[config.mk]
export PLATFORM = sky130hd
export DESIGN_NAME = ooo_issue_queue
export DESIGN_NICKNAME = d
export VERILOG_FILES = /design/src/rtl/iq_pkg.sv /design/src/rtl/iq_slot.sv /design/src/rtl/iq_alloc.sv /design/src/rtl/iq_age_pick.sv /design/src/rtl/ooo_issue_queue.sv
export SDC_FILE = /design/constraint.sdc
export NUM_CORES = 1
export LEC_CHECK = 0
export BUFFER_PORTS_ARGS = -buffer_cell sky130_fd_sc_hd__buf_2
export CELL_PAD_IN_SITES_DETAIL_PLACEMENT = 0
export CELL_PAD_IN_SITES_GLOBAL_PLACEMENT = 2
export CORE_ASPECT_RATIO = 1.5
export CORE_MARGIN = 2
export CORE_UTILIZATION = 42
export CTS_CLUSTER_DIAMETER = 150
export DETAILED_ROUTE_END_ITERATION = 10
export GPL_ROUTABILITY_DRIVEN = 1
export PLACE_DENSITY_LB_ADDON = 0.15
export REMOVE_ABC_BUFFERS = 1
export SLEW_MARGIN = 20
export SYNTH_ARGS = -nofsm -noshare
export SYNTH_HDL_FRONTEND = slang
export SYNTH_HIERARCHICAL = 1
export SYNTH_SLANG_ARGS = --single-unit
export TNS_END_PERCENT = 5
[constraint.sdc]
create_clock -name clk -period 5.55 [get_ports clk]
set_input_delay 0.555 -clock clk [delete_from_list [all_inputs] [get_ports clk]]
set_output_delay 0.555 -clock clk [all_outputs]
set_load 0.01 [all_outputs]
[src/rtl/iq_pkg.sv]
package iq_pkg;
  localparam int unsigned IQ_SLOTS_DEF = 8;
  localparam int unsigned IQ_TAG_W_DEF = 6;
  localparam int unsigned IQ_SEQ_W_DEF = 5;
endpackage

[src/rtl/iq_slot.sv]
module iq_slot #(
  parameter int unsigned TAG_W = 6,
  parameter int unsigned SEQ_W = 5
) (
  input  logic             clk,
  input  logic             rst_n,
  input  logic             wr_en,
  input  logic [TAG_W-1:0] wr_src0_tag,
  input  logic             wr_src0_rdy,
  input  logic [TAG_W-1:0] wr_src1_tag,
  input  logic             wr_src1_rdy,
  input  logic [TAG_W-1:0] wr_dst_tag,
  input  logic [SEQ_W-1:0] wr_seq,
  input  logic             wk_valid,
  input  logic [TAG_W-1:0] wk_tag,
  input  logic             issue_take,
  input  logic             flush_valid,
  input  logic [SEQ_W-1:0] flush_seq,
  output logic             valid,
  output logic             operands_ready,
  output logic [TAG_W-1:0] dst_tag,
  output logic [SEQ_W-1:0] seq
);

  // a is younger than b when (a - b) mod 2^SEQ_W is non-zero and in the lower half
  function automatic logic younger_than(input logic [SEQ_W-1:0] a, input logic [SEQ_W-1:0] b);
    logic [SEQ_W-1:0] diff;
    diff = a - b;
    return (diff != '0) && !diff[SEQ_W-1];
  endfunction

  logic             valid_q;
  logic [TAG_W-1:0] tag0_q, tag1_q, dst_q;
  logic             rdy0_q, rdy1_q;
  logic [SEQ_W-1:0] seq_q;

  logic squash, wk_hit0, wk_hit1, wr_hit0, wr_hit1;

  assign squash  = flush_valid && valid_q && younger_than(seq_q, flush_seq);
  assign wk_hit0 = wk_valid && (wk_tag == tag0_q);
  assign wk_hit1 = wk_valid && (wk_tag == tag1_q);
  assign wr_hit0 = wk_valid && (wk_tag == wr_src0_tag);
  assign wr_hit1 = wk_valid && (wk_tag == wr_src1_tag);

  always_ff @(posedge clk or negedge rst_n) begin
    if (!rst_n) begin
      valid_q <= 1'b0;
      tag0_q  <= '0;
      tag1_q  <= '0;
      rdy0_q  <= 1'b0;
      rdy1_q  <= 1'b0;
      dst_q   <= '0;
      seq_q   <= '0;
    end else if (squash || issue_take) begin
      valid_q <= 1'b0;
    end else if (wr_en) begin
      valid_q <= 1'b1;
      tag0_q  <= wr_src0_tag;
      tag1_q  <= wr_src1_tag;
      rdy0_q  <= wr_src0_rdy || wr_hit0;
      rdy1_q  <= wr_src1_rdy || wr_hit1;
      dst_q   <= wr_dst_tag;
      seq_q   <= wr_seq;
    end else begin
      if (wk_hit0) rdy0_q <= 1'b1;
      if (wk_hit1) rdy1_q <= 1'b1;
    end
  end

  assign valid          = valid_q;
  assign operands_ready = valid_q && rdy0_q && rdy1_q;
  assign dst_tag        = dst_q;
  assign seq            = seq_q;

  AST_WRITE_TO_FREE: assert property (@(posedge clk) disable iff (!rst_n)
    wr_en |-> !valid_q);
  AST_TAKE_NEEDS_OPERANDS: assert property (@(posedge clk) disable iff (!rst_n)
    issue_take |-> (valid_q && rdy0_q && rdy1_q));
  AST_WAKE_SETS_READY: assert property (@(posedge clk) disable iff (!rst_n)
    (valid_q && wk_hit0 && !squash && !issue_take) |=> rdy0_q);
  AST_CAPTURE_ON_DISPATCH: assert property (@(posedge clk) disable iff (!rst_n)
    (wr_en && wr_hit1 && !issue_take) |=> rdy1_q);
  AST_SQUASH_FREES: assert property (@(posedge clk) disable iff (!rst_n)
    squash |=> !valid_q);
  AST_FLUSH_NO_TAKE: assert property (@(posedge clk) disable iff (!rst_n)
    flush_valid |-> !issue_take);

endmodule

[src/rtl/iq_alloc.sv]
module iq_alloc #(
  parameter int unsigned SLOTS = 8
) (
  input  logic [SLOTS-1:0] occupied,
  output logic [SLOTS-1:0] free_sel,
  output logic             full
);

  always_comb begin
    logic found;
    found    = 1'b0;
    free_sel = '0;
    for (int i = 0; i < SLOTS; i++) begin
      if (!occupied[i] && !found) begin
        free_sel[i] = 1'b1;
        found       = 1'b1;
      end
    end
  end

  assign full = &occupied;

endmodule

[src/rtl/iq_age_pick.sv]
module iq_age_pick #(
  parameter int unsigned SLOTS = 8,
  parameter int unsigned SEQ_W = 5
) (
  input  logic                        clk,
  input  logic                        rst_n,
  input  logic [SLOTS-1:0]            req,
  input  logic [SLOTS-1:0][SEQ_W-1:0] seq,
  output logic [SLOTS-1:0]            grant,
  output logic                        any
);

  // a is older than b when (b - a) mod 2^SEQ_W is non-zero and in the lower half
  function automatic logic older_than(input logic [SEQ_W-1:0] a, input logic [SEQ_W-1:0] b);
    logic [SEQ_W-1:0] diff;
    diff = b - a;
    return (diff != '0) && !diff[SEQ_W-1];
  endfunction

  always_comb begin
    for (int i = 0; i < SLOTS; i++) begin
      grant[i] = req[i];
      for (int j = 0; j < SLOTS; j++) begin
        if (j != i && req[j]) begin
          if (older_than(seq[j], seq[i]) || (j < i && seq[j] == seq[i]))
            grant[i] = 1'b0;
        end
      end
    end
  end

  assign any = |grant;

  AST_GRANT_ONEHOT: assert property (@(posedge clk) disable iff (!rst_n)
    $onehot0(grant));
  AST_GRANT_WHEN_REQ: assert property (@(posedge clk) disable iff (!rst_n)
    (|req) |-> ((grant & req) != '0));

endmodule

[src/rtl/ooo_issue_queue.sv]
module ooo_issue_queue
  import iq_pkg::*;
#(
  parameter int unsigned SLOTS = IQ_SLOTS_DEF,
  parameter int unsigned TAG_W = IQ_TAG_W_DEF,
  parameter int unsigned SEQ_W = IQ_SEQ_W_DEF
) (
  input  logic             clk,
  input  logic             rst_n,
  input  logic             disp_valid,
  output logic             disp_ready,
  input  logic [TAG_W-1:0] disp_src0_tag,
  input  logic             disp_src0_rdy,
  input  logic [TAG_W-1:0] disp_src1_tag,
  input  logic             disp_src1_rdy,
  input  logic [TAG_W-1:0] disp_dst_tag,
  input  logic [SEQ_W-1:0] disp_seq,
  output logic             iq_full,
  input  logic             wk_valid,
  input  logic [TAG_W-1:0] wk_tag,
  output logic             iss_valid,
  input  logic             iss_ready,
  output logic [TAG_W-1:0] iss_dst_tag,
  output logic [SEQ_W-1:0] iss_seq,
  input  logic             flush_valid,
  input  logic [SEQ_W-1:0] flush_seq
);

  logic [SLOTS-1:0]            slot_valid, slot_ops, slot_wr, slot_take;
  logic [SLOTS-1:0]            free_sel, grant;
  logic [SLOTS-1:0][TAG_W-1:0] slot_dst;
  logic [SLOTS-1:0][SEQ_W-1:0] slot_seq;
  logic                        full, any_grant, disp_fire, iss_fire;

  iq_alloc #(.SLOTS(SLOTS)) u_alloc (
    .occupied (slot_valid),
    .free_sel (free_sel),
    .full     (full)
  );

  assign disp_ready = !full && !flush_valid;
  assign disp_fire  = disp_valid && disp_ready;
  assign iq_full    = full;

  iq_age_pick #(.SLOTS(SLOTS), .SEQ_W(SEQ_W)) u_pick (
    .clk   (clk),
    .rst_n (rst_n),
    .req   (slot_ops),
    .seq   (slot_seq),
    .grant (grant),
    .any   (any_grant)
  );

  assign iss_valid = any_grant && !flush_valid;
  assign iss_fire  = iss_valid && iss_ready;

  for (genvar i = 0; i < SLOTS; i++) begin : g_slot
    assign slot_wr[i]   = disp_fire && free_sel[i];
    assign slot_take[i] = iss_fire && grant[i];

    iq_slot #(.TAG_W(TAG_W), .SEQ_W(SEQ_W)) u_slot (
      .clk            (clk),
      .rst_n          (rst_n),
      .wr_en          (slot_wr[i]),
      .wr_src0_tag    (disp_src0_tag),
      .wr_src0_rdy    (disp_src0_rdy),
      .wr_src1_tag    (disp_src1_tag),
      .wr_src1_rdy    (disp_src1_rdy),
      .wr_dst_tag     (disp_dst_tag),
      .wr_seq         (disp_seq),
      .wk_valid       (wk_valid),
      .wk_tag         (wk_tag),
      .issue_take     (slot_take[i]),
      .flush_valid    (flush_valid),
      .flush_seq      (flush_seq),
      .valid          (slot_valid[i]),
      .operands_ready (slot_ops[i]),
      .dst_tag        (slot_dst[i]),
      .seq            (slot_seq[i])
    );
  end

  always_comb begin
    iss_dst_tag = '0;
    iss_seq     = '0;
    for (int i = 0; i < SLOTS; i++) begin
      if (grant[i]) begin
        iss_dst_tag = iss_dst_tag | slot_dst[i];
        iss_seq     = iss_seq | slot_seq[i];
      end
    end
  end

  AST_FULL_PERSISTS: assert property (@(posedge clk) disable iff (!rst_n)
    (iq_full && !flush_valid && !iss_fire) |=> iq_full);
  AST_OFFER_KEPT: assert property (@(posedge clk) disable iff (!rst_n)
    (iss_valid && !iss_ready) |=> (iss_valid || flush_valid));
  AST_FLUSH_BLOCKS_DISPATCH: assert property (@(posedge clk) disable iff (!rst_n)
    (flush_valid && !slot_valid[0]) |=> !slot_valid[0]);

endmodule

==> flow_summary_export.csv <==
group,metric,value,unit
synth,async_flop_share,100,%
placement,portBuffers,55,
final_layout,nets,2422,
sta,period_minus_slack,4.92,ns
placement,place_hpwl,53.3,mm
final_layout,area_growth,10.0,%
route,drc,0,
synth,synth_largest_area_cell,"dfrtp_1",
die,pin_count,56,
clocking,h-tree-depth,1,
route,wl,71.6,mm
sta,fin_setup_tns,0,ns
route,drt-wirelength-per-cell,26.2,um
sta,period_share,88.6,%
global_routing,gr-total-overflow,0,
global_routing,grt_use_total,29.0,%
critical_path,cp.arrival,4.36,ns
synth,ys_types,87,
clocking,clkTransAtPathRegs,0.06,ns
global_routing,grt_pass1_wl,107,mm
synth,netlist_area,19900,sq um
critical_path,crit_required,4.99,ns
sta,worst_pin_slew,0.861,ns
clocking,clockBufferDepth,3,
final_layout,layout-drive-gt1-share,18.0,%
power_and_ir_drop,combPwrFrac,60.2,%
die,num_rows,97,
power_and_ir_drop,p_int,5150,uW
global_routing,antenna_found_initial,1,
sta,hold_violations,0,
synth,synth.most_common_cell,"ha_1",
critical_path,critPathLaunchType,"flip-flop",
clocking,cts_tree,"yes",
synth,synth_area_leaders,"dfrtp_1 (26%), ha_1 (16%), mux2_2 (9.9%)",
sta,hold_slack,0.0834,ns
synth,avgSynthCellArea,9.76,sq um
synth,yosys-top-cells-count,"ha_1 (256), dfrtp_1 (208), mux2_2 (174), xor2_1 (157), xnor2_1 (139)",
clocking,post_cts.repair.setup_buffers,0,
critical_path,startpoint,"g_slot[4].u_slot/seq[1]",
final_layout,fin_area,21800,sq um
route,drt-initial-drc-count,950,
power_and_ir_drop,sw_frac_of_total,45.5,%
sta,layout_setup_ws,0.633,ns
sta,slew_viol_final,0,
route,via_per_inst,5.92,
flow_run,max-cap-violations,0,
synth,ys.flop_type,"dfrtp_1",
power_and_ir_drop,p_clk_share,16.0,%
synth,yosysSeqAreaShare,26.2,%
critical_path,r2r_start,"g_slot[6].u_slot/seq[1]",
hold_path,hp-class,"input pin to async pin",
synth,yosysTopAreaCellShare,26.2,%
synth,synth_warnings,6,
clocking,cts_hold_buf,0,
die,fp.coreArea,46700,sq um
route,vias,16200,
global_routing,grt_start_max_net_pins,97,
placement,place.gp.congestion,0.957,
power_and_ir_drop,p_leak,0.00978,uW
clocking,numCtsBuffers,21,
critical_path,worstSetupEndpointType,"output port",
synth,ys_ff_latch,208,
critical_path,reg2reg_slack,0.65,ns
synth,netlist_instances,2035,
clocking,cts.sinks,208,
clocking,post_cts_resized,0,
die,chipWidth,182,um
sta,clock_skew,0.0109,ns
die,fp.dieArea,49100,sq um
clocking,cts-root-buf,"clkbuf_16",
power_and_ir_drop,pwr-share-seq,23.8,%
sta,grt_setup_unrepaired,"false",
critical_path,critPathMaxFanout,9,
power_and_ir_drop,ir_drop,0.272,mV
placement,dp_slack,0.738,ns
outcome,status,"finished, final reports clean",
placement,placed_cell_area,21100,sq um
power_and_ir_drop,power,9460,uW
sta,slew_headroom,42.6,%
synth,synth_edf_count,0,
die,fp.dieH,270,um
route,ant_nets,0,
final_layout,num_antenna_cells,0,
power_and_ir_drop,p_sw,4310,uW
sta,finalSetupViolations,0,
global_routing,grt_pass1_vias,16600,
route,first_pass_iters,7,
critical_path,criticalPathCategory,"flip-flop to output port",
sta,fmaxAchievable,0.203,GHz
power_and_ir_drop,p_per_area,433,nW/um^2
clocking,clk_latency,0.51,ns
die,start_util,42.5,%
final_layout,fill_cells,4471,
-- layout make-up --
class / instances / area (sq um) / share of cell area (%)
clock inverter: 9 / 133 / 0.607
sequential: 208 / 5200 / 23.8
timing repair buffer: 136 / 981 / 4.49
clock buffer: 28 / 592 / 2.71
inverter: 114 / 428 / 1.96
tap: 594 / 743 / 3.40
multi-input combinational: 1643 / 13800 / 63.0
-- through the flow --
| step | utilization [%] | std cells |
|---|---|---|
| 2_1_floorplan | - | 1965 |
| 3_3_place_gp | 45.2 | 2695 |
| 3_5_place_dp | 45.2 | 2695 |
| 4_1_cts | 46.8 | 2732 |
| 5_1_grt | 46.8 | 2732 |
| 6_report | 46.8 | 2732 |
-- final timing paths --
check,end,depth (start not counted)
max in group asynchronous,g_slot[4].u_slot/seq[0],2
max,iss_seq[1],14
max reg2reg,g_slot[4].u_slot/rdy1_q,17
min,g_slot[6].u_slot/tag1_q[3],1
min reg2reg,g_slot[1].u_slot/rdy0_q,1
min in group clk,g_slot[7].u_slot/dst_tag[0],2
-- per-layer routing --
metal	track usage (%)	wire length, um	up-vias
met5	0	11	-
met4	17.8	4980	2
met1	32.1	27400	7961
met3	2.24	2450	182
li1	-	-	7609
met2	53.4	36800	429
-- state kept, by name, summed over array words and instances (netlist names) --
signal / cells
g_slot.u_slot/dst_tag: 48
g_slot.u_slot/rdy0_q: 8
g_slot.u_slot/rdy1_q: 8
g_slot.u_slot/seq: 40
g_slot.u_slot/tag0_q: 48
g_slot.u_slot/tag1_q: 48
g_slot.u_slot/valid: 8
-- power by group through the flow --
| stage | clock, uW | sequential [uW] | combinational (uW) |
|---|---|---|---|
| 6_report | 1510 | 2250 | 5700 |
| 5_1_grt | 1600 | 2300 | 6210 |
| 4_1_cts | 1550 | 2250 | 5640 |
| 3_5_place_dp | 0 | 2280 | 5610 |
| 3_3_place_gp | 0 | 2250 | 5520 |
| 2_1_floorplan | 0 | 2280 | 3730 |
-- placed cells by master, fill, tap and decap left out, types with 8 or more instances in the layout --
cell / n
o21ai_0: 67
a21oi_1: 99
nor3_1: 25
a211oi_1: 20
dfrtp_1: 208
o21a_1: 24
xor2_1: 157
o211ai_1: 23
buf_4: 74
nand2_1: 96
inv_1: 114
o31ai_1: 9
or4_1: 25
nor2b_1: 51
nor3b_1: 9
nor2_1: 47
or2_1: 9
and2_1: 24
o32a_1: 18
a22oi_1: 45
clkbuf_16: 21
o21bai_1: 8
xnor2_1: 139
and3_1: 21
mux2_4: 10
a31oi_1: 9
a21o_1: 12
ha_1: 256
nand3_1: 20
nand2b_1: 16
mux2_2: 174
buf_2: 54
or3_1: 8
nand4_1: 53
nor4_1: 31
-- worst max-delay path: stages, from the launching register on --
cell and delay (ns):
dfrtp_1 0.38, inv_1 0.41, ha_1 0.37, and2_1 0.19
a2111oi_0 0.43, o31a_1 0.20, a211oi_1 0.07, a311o_1 0.36
nor4b_1 0.29, buf_4 0.17, and2_1 0.26, buf_4 0.25
a22oi_1 0.08, nand4_1 0.19, buf_2 0.18
-- cell families (layout without fill, tap and decap cells) --
| group | after synthesis | count (layout) | share of synthesized area [%] |
|---|---|---|---|
| AOI/OAI and AO/OA | 427 | 427 | 15.1 |
| muxes | 185 | 185 | 10.7 |
| DFF | 208 | 208 | 26.2 |
| buffers and inverters | 184 | 287 | 4.62 |
| adders and majority gates | 256 | 256 | 16.1 |
| xor gates and xnor gates | 298 | 298 | 13.2 |
| and+or+nand+nor | 477 | 477 | 14.1 |
Note: power is estimated with default switching activity, not from simulation.
